File: src/rtl/spi_regport_pkg.sv
package spi_regport_pkg;

  // Phase of the serial frame
  typedef enum logic [1:0] {
    PH_ADDR = 2'd0,
    PH_DIR  = 2'd1,
    PH_DATA = 2'd2
  } frame_phase_t;

  // Reset value of the synchronised {select, clock, data} bundle
  localparam logic [2:0] SER_IDLE = 3'b100;

endpackage

File: src/rtl/spi_regport_sync.sv
module spi_regport_sync #(
  parameter int         STAGES = 2,
  parameter int         W      = 3,
  parameter logic [W-1:0] INIT = '0
) (
  input  logic         clk,
  input  logic         rst_n,
  input  logic [W-1:0] async_in,
  output logic [W-1:0] sync_out
);

  logic [W-1:0] chain [STAGES];

  always_ff @(posedge clk or negedge rst_n) begin
    if (!rst_n) begin
      for (int i = 0; i < STAGES; i++) chain[i] <= INIT;
    end else begin
      chain[0] <= async_in;
      for (int i = 1; i < STAGES; i++) chain[i] <= chain[i-1];
    end
  end

  assign sync_out = chain[STAGES-1];

endmodule

File: src/rtl/spi_regport_edge.sv
module spi_regport_edge (
  input  logic clk,
  input  logic rst_n,
  input  logic level,
  output logic rise,
  output logic fall
);

  logic level_q;

  always_ff @(posedge clk or negedge rst_n) begin
    if (!rst_n) level_q <= 1'b0;
    else        level_q <= level;
  end

  assign rise = level & ~level_q;
  assign fall = ~level & level_q;

endmodule

File: src/rtl/spi_regport_engine.sv
module spi_regport_engine
  import spi_regport_pkg::*;
#(
  parameter int ADDR_W = 7,
  parameter int DATA_W = 8
) (
  input  logic              clk,
  input  logic              rst_n,
  input  logic              sel_s,
  input  logic              din_s,
  input  logic              bit_rise,
  input  logic              bit_fall,
  input  logic [DATA_W-1:0] rd_data,
  output logic [ADDR_W-1:0] rd_addr,
  output logic              sdo,
  output logic              byte_done,
  output logic              wr_stb,
  output logic [ADDR_W-1:0] wr_addr,
  output logic [DATA_W-1:0] wr_data
);

  localparam int MAXW  = (ADDR_W > DATA_W) ? ADDR_W : DATA_W;
  localparam int CNT_W = $clog2(MAXW);
  localparam logic [CNT_W-1:0] ADDR_LAST = CNT_W'(ADDR_W - 1);
  localparam logic [CNT_W-1:0] DATA_LAST = CNT_W'(DATA_W - 1);

  function automatic logic [ADDR_W-1:0] addr_step(input logic [ADDR_W-1:0] a);
    return a + 1'b1;  // modulo 2**ADDR_W
  endfunction

  frame_phase_t      phase;
  logic [CNT_W-1:0]  cnt;
  logic [ADDR_W-1:0] addr;
  logic              is_rd;
  logic [DATA_W-2:0] rx;
  logic [DATA_W-1:0] tx;

  // Bank address: current register at the direction bit, next one at a byte end
  assign rd_addr   = (phase == PH_DIR) ? addr : addr_step(addr);
  assign byte_done = bit_rise && !sel_s && (phase == PH_DATA) && (cnt == DATA_LAST);

  always_ff @(posedge clk or negedge rst_n) begin
    if (!rst_n) begin
      phase <= PH_ADDR;
      cnt   <= '0;
      addr  <= '0;
      is_rd <= 1'b0;
      rx    <= '0;
      tx    <= '0;
      sdo   <= 1'b0;
    end else if (sel_s) begin
      phase <= PH_ADDR;
      cnt   <= '0;
      is_rd <= 1'b0;
      sdo   <= 1'b0;
    end else begin
      if (bit_rise) begin
        unique case (phase)
          PH_ADDR: begin
            addr <= {addr[ADDR_W-2:0], din_s};
            if (cnt == ADDR_LAST) begin
              phase <= PH_DIR;
              cnt   <= '0;
            end else begin
              cnt <= cnt + 1'b1;
            end
          end
          PH_DIR: begin
            is_rd <= din_s;
            phase <= PH_DATA;
            cnt   <= '0;
            if (din_s) tx <= rd_data;
          end
          PH_DATA: begin
            rx <= {rx[DATA_W-3:0], din_s};
            if (cnt == DATA_LAST) begin
              cnt  <= '0;
              addr <= addr_step(addr);
              if (is_rd) tx <= rd_data;
            end else begin
              cnt <= cnt + 1'b1;
            end
          end
          default: phase <= PH_ADDR;
        endcase
      end
      if (bit_fall && (phase == PH_DATA) && is_rd) begin
        sdo <= tx[DATA_W-1];
        tx  <= {tx[DATA_W-2:0], 1'b0};
      end
    end
  end

  always_ff @(posedge clk or negedge rst_n) begin
    if (!rst_n) begin
      wr_stb  <= 1'b0;
      wr_addr <= '0;
      wr_data <= '0;
    end else begin
      wr_stb <= byte_done && !is_rd;
      if (byte_done && !is_rd) begin
        wr_addr <= addr;
        wr_data <= {rx, din_s};
      end
    end
  end

endmodule

File: src/rtl/spi_regport_bank.sv
module spi_regport_bank #(
  parameter int ADDR_W = 7,
  parameter int DATA_W = 8
) (
  input  logic              clk,
  input  logic              rst_n,
  input  logic              wr_en,
  input  logic [ADDR_W-1:0] wr_addr,
  input  logic [DATA_W-1:0] wr_data,
  input  logic [ADDR_W-1:0] rd_addr_a,
  output logic [DATA_W-1:0] rd_data_a,
  input  logic [ADDR_W-1:0] rd_addr_b,
  output logic [DATA_W-1:0] rd_data_b
);

  localparam int NUM_REGS = 1 << ADDR_W;

  logic [DATA_W-1:0] regs [NUM_REGS];

  always_ff @(posedge clk or negedge rst_n) begin
    if (!rst_n) begin
      for (int i = 0; i < NUM_REGS; i++) regs[i] <= '0;
    end else if (wr_en) begin
      regs[wr_addr] <= wr_data;
    end
  end

  assign rd_data_a = regs[rd_addr_a];
  assign rd_data_b = regs[rd_addr_b];

endmodule

File: src/rtl/spi_regport.sv
module spi_regport
  import spi_regport_pkg::*;
#(
  parameter int ADDR_W      = 7,
  parameter int DATA_W      = 8,
  parameter int SYNC_STAGES = 2
) (
  input  logic              clk,
  input  logic              rst_n,
  input  logic              ser_clk,
  input  logic              ser_sel_n,
  input  logic              ser_din,
  output logic              ser_dout,
  input  logic [ADDR_W-1:0] par_addr,
  output logic [DATA_W-1:0] par_data,
  output logic              reg_wr_stb,
  output logic [ADDR_W-1:0] reg_wr_addr,
  output logic [DATA_W-1:0] reg_wr_data
);

  logic [2:0]        ser_sync;
  logic              sel_sync;
  logic              clk_sync;
  logic              din_sync;
  logic              bit_rise;
  logic              bit_fall;
  logic              byte_done;
  logic [ADDR_W-1:0] ser_rd_addr;
  logic [DATA_W-1:0] ser_rd_data;

  spi_regport_sync #(
    .STAGES (SYNC_STAGES),
    .W      (3),
    .INIT   (SER_IDLE)
  ) u_sync (
    .clk      (clk),
    .rst_n    (rst_n),
    .async_in ({ser_sel_n, ser_clk, ser_din}),
    .sync_out (ser_sync)
  );

  assign sel_sync = ser_sync[2];
  assign clk_sync = ser_sync[1];
  assign din_sync = ser_sync[0];

  spi_regport_edge u_edge (
    .clk   (clk),
    .rst_n (rst_n),
    .level (clk_sync),
    .rise  (bit_rise),
    .fall  (bit_fall)
  );

  spi_regport_engine #(
    .ADDR_W (ADDR_W),
    .DATA_W (DATA_W)
  ) u_engine (
    .clk       (clk),
    .rst_n     (rst_n),
    .sel_s     (sel_sync),
    .din_s     (din_sync),
    .bit_rise  (bit_rise),
    .bit_fall  (bit_fall),
    .rd_data   (ser_rd_data),
    .rd_addr   (ser_rd_addr),
    .sdo       (ser_dout),
    .byte_done (byte_done),
    .wr_stb    (reg_wr_stb),
    .wr_addr   (reg_wr_addr),
    .wr_data   (reg_wr_data)
  );

  spi_regport_bank #(
    .ADDR_W (ADDR_W),
    .DATA_W (DATA_W)
  ) u_bank (
    .clk       (clk),
    .rst_n     (rst_n),
    .wr_en     (reg_wr_stb),
    .wr_addr   (reg_wr_addr),
    .wr_data   (reg_wr_data),
    .rd_addr_a (ser_rd_addr),
    .rd_data_a (ser_rd_data),
    .rd_addr_b (par_addr),
    .rd_data_b (par_data)
  );

endmodule

File: config.mk
export PLATFORM = sky130hd
export DESIGN_NAME = spi_regport
export DESIGN_NICKNAME = d
export VERILOG_FILES = /design/src/rtl/spi_regport_pkg.sv /design/src/rtl/spi_regport_sync.sv /design/src/rtl/spi_regport_edge.sv /design/src/rtl/spi_regport_engine.sv /design/src/rtl/spi_regport_bank.sv /design/src/rtl/spi_regport.sv
export SDC_FILE = /design/constraint.sdc
export NUM_CORES = 2
export LEC_CHECK = 0
export ABC_CLOCK_PERIOD_IN_PS = 3700
export BUFFER_PORTS_ARGS = -buffer_cell sky130_fd_sc_hd__buf_2
export CORE_ASPECT_RATIO = 2
export CORE_MARGIN = 2
export CORE_UTILIZATION = 35
export CTS_CLUSTER_SIZE = 25
export DETAILED_ROUTE_END_ITERATION = 7
export MAX_ROUTING_LAYER = met4
export PLACE_DENSITY = 0.51
export REMOVE_ABC_BUFFERS = 1
export SYNTH_ARGS = -nofsm -noshare
export SYNTH_HDL_FRONTEND = slang
export SYNTH_SLANG_ARGS = --single-unit
File: constraint.sdc
create_clock -name clk -period 3.7 [get_ports clk]
set_clock_uncertainty 0.15 [all_clocks]
set_input_delay 0.555 -clock clk [delete_from_list [all_inputs] [get_ports clk]]
set_output_delay 0.555 -clock clk [all_outputs]
set_load 0.005 [all_outputs]
==> impl_results.md <==
- Status: complete, but fails checks
- Failing checks: setup timing
- Mux share of post-synthesis cell area: 36.2%
- Synth top area share: 46.6%
- Worst-Margin Slew: 0.984 ns
- Crit-path cells: mux4_2, mux4_2, mux4_2, mux2_4, buf_6
- Cell Area, Synth: 57,700 um2
- Delay-heaviest family, CP: multiplexers
- Cell taking the most area after synthesis: dfrtp_1
- Gr ovfl total: 0
- Maximum number of pins on one net before global-route repair: 106
- Crit path buf inv count: 1
- FP Rows: 210
- Switch share: 35.0%
- CTS tree: yes
- Leakage: 30.8 nW
- Max-Cap Viols: 0
- GRT Util Overall: 28.0%
- Core ar.: 164,000 um2
- First-pass GRT wire length: 330,000 um
- Max Clk Rate: 246 MHz
- CTS root buf: clkbuf_16
- Overall power: 0.0336 W
- Number of port buffers: 36
- Vias/cell: 6.11
- Combinational Power Share: 31.1%
- Die area: 168,000 um2
- FF+latch count, synth: 1,076
- Synth-to-layout area growth: 17.9%
- Die width: 291 um
- Post-layout min period: 4.07 ns
- Routed Wire Length: 232,000 um
- Psw: 0.0118 W
- Syn Area/Cell: 12.5 um2
- Pre-CTS WS: -0.404 ns
- Final Hold Viols: 0
- # DRC: 0
- Dominant synthesized flop cell: dfrtp_1
- GR peak layer: met2
- Worst EP arrival: 3.36 ns
- Setup ws final: -0.367 ns
- Synth Area in Compound Gates: 4.77%
- DR pass1 iterations: 6
- Period utilisation layout: 110%
- P_int: 0.0219 W
- Sequential area share after synthesis: 46.7%
- Critical path class: reg -> out
- # fillers: 15,277
- Most frequent CP cell: mux4_2
- Syn Inst Count: 4,607
- Final nets: 4,871
- CTS Buf Count: 99
- Met1 usage: 27.8%
- Clock Latency Late Sink: 0.72 ns
- Adder-cell area share of the yosys netlist: 0.195%
- Fin. max-slew vios: 0
- Worst Path Max Fanout: 2
- Die H: 578 um
- RSZ-0062 raised after global routing: true
- Antenna violations before repair: 11
- H-tree levels: 3
- Antenna viol nets, final: 0
- Grt met3 use: 3.36%
- GR Util met2: 48.6%
- Vias in the first global route: 44,316
- Largest family of logic cells by synthesized area: multiplexers
- Io pins: 37
- Share of cells above drive strength 1: 43.9%
- Clk pin slew, worst setup/hold paths: 0.07 ns
- Clock sink count: 1,076
- Synth warn: 0
- Cell Pwr Density: 494 nW/um2
- FFs w/ async S/R, synth: 100%
- Final setup TNS: -2.49 ns
- Path type of the worst min-delay path: reg -> reg
- Fin Hold WS: 0.206 ns
- Hpwl dp: 169,000 um
- Ranking of synthesized cells by area: dfrtp_1, mux2_2, mux4_2
- Critical path's slowest cell: mux4_2
- Initial Util: 35.2%
- Share of power burned in registers: 35.1%
- CP peak stage delay: 0.64 ns
- Clk network pwr share: 33.8%
- Final setup viols: 8
- DR iter-0 viols: 3,873
- Via count: 43,147
- Relative slew slack: 34.2%
- Post-Synth XOR/XNOR Area: 0.180%
- Peak supply drop: 0.364 mV
- Clock Tree Buf Depth: 3
- CP Launch Type: flip-flop
- Distinct cells, synth: 61
- CP Capture Type: output pin
- Simple-Gate Fraction of Synth Area: 9.08%
- Critical Path RT: 2.99 ns
- GP Congestion: 0.958
- Routed len/inst: 32.8 um
- EDFF count, synth: 0
==> routing by layer <==
layer | share of wire (%) | vias to the layer above
met4 | 11 | 0
met5 | 0 | -
met2 | 52 | 1996
li1 | - | 17661
met3 | 4.7 | 831
met1 | 33 | 22659
==> cell usage after synthesis, drive strengths merged, types with 23 or more instances <==
cell type / number
a21oi: 115
a22oi: 41
a311oi: 40
a31oi: 37
a32oi: 75
and3: 39
buf: 137
clkbuf: 255
dfrtp: 1074
mux2: 1040
mux2i: 99
mux4: 364
nand2: 802
nand3: 192
nand4: 35
nor2: 73
nor3: 30
o21ai: 23
==> placed cells by master (no fill, tap or decap), types with 36 or more instances in the layout <==
master / instances
a31oi_1: 36
a311oi_1: 38
a22oi_1: 40
a21oi_1: 114
nor2_1: 67
and3_1: 39
mux4_2: 364
dfrtp_1: 1061
mux2i_1: 98
clkbuf_16: 104
nand3_1: 192
buf_12: 99
nand2_1: 800
mux2_2: 1031
a32oi_1: 72
buf_4: 380
==> worst reg2reg max path: stages, from the launching register on <==
cell	delay [ns]
dfrtp_1	0.38
inv_1	0.08
ha_2	0.19
buf_6	0.19
nand4b_1	0.16
buf_4	0.15
xor2_4	0.16
buf_12	0.25
buf_4	0.26
a311oi_1	0.12
o211ai_1	0.55
buf_4	0.25
and4_2	0.35
a41o_1	0.21
o211ai_1	0.09
==> registers in the layout, indices dropped and copies added (netlist names), 2 cells and up <==
name              cells
u_engine.wr_data      8
u_engine.addr         7
u_engine.cnt          3
u_engine.tx           8
u_engine.rx           7
u_sync.sync_out       3
u_engine.wr_addr      7
u_bank.regs        1024
u_engine.phase        2
u_sync.chain          3
==> power by group through the flow <==
stage	Sequential (W)	Clock (W)	Combinational, W
final	0.0118	0.0114	0.0105
after global routing	0.0118	0.0120	0.0107
after CTS	0.0118	0.0116	0.0102
after detailed placement	0.0120	0	0.00999
after global placement	0.0120	0	0.00995
after floorplan	0.0121	0	0.00399
==> layout make-up <==
class | count | area (um2) | area share (%)
clock buffers | 138 | 2870 | 4.21
flip-flops and latches | 1076 | 27000 | 39.6
repair buffers | 534 | 5470 | 8.04
well taps | 2120 | 2650 | 3.90
multi-input cells | 3128 | 29400 | 43.2
diodes | 8 | 20.0 | 0.0294
clock inverters | 44 | 613 | 0.901
inverters | 11 | 41.3 | 0.0607
==> what timing repair did <==
action | in CTS | in global routing
gates resized for setup | 38 | 19
buffers inserted | 17 | 4
hold buffers | 4 | 0
endpoints found under the hold margin | 32 | 0
setup endpoints to repair | 14 | 15
pin swaps | 2 | 6
gates cloned | 3 | 3
==> path summary, 6_finish.rpt <==
check | from | slack (ns) | depth (start not counted) | endpoint
worst min-delay path | u_sync.chain[5] | 0.21 | 0 | u_sync.sync_out[2]
min in group asynchronous | rst_n | 0.23 | 2 | u_bank.regs[315]
worst min register to register | u_sync.chain[5] | 0.21 | 0 | u_sync.sync_out[2]
worst max-delay path | u_bank.regs[259] | -0.37 | 5 | par_data[3]
worst max register to register | u_engine.phase[1] | 0.04 | 14 | u_engine.tx[6]
max in group asynchronous | rst_n | 1.88 | 3 | u_bank.regs[888]
==> per-stage QoR <==
step	instance area [um2]	cells	utilization, %
after global routing	68000	7057	41.6
after floorplan	56100	4215	-
final	68000	7059	41.6
after CTS	67900	7045	41.5
after global placement	63900	6838	39.0
after detailed placement	63900	6839	39.1
==> cell families after synthesis <==
logic type	Yosys count
and+or+nand+nor	1216
muxes	1503
AOI/OAI and AO/OA	389
xor gates and xnor gates	11
buffers and inverters	403
DFF	1076
adders and majority gates	9
Note: power is estimated with default switching activity, not from simulation.
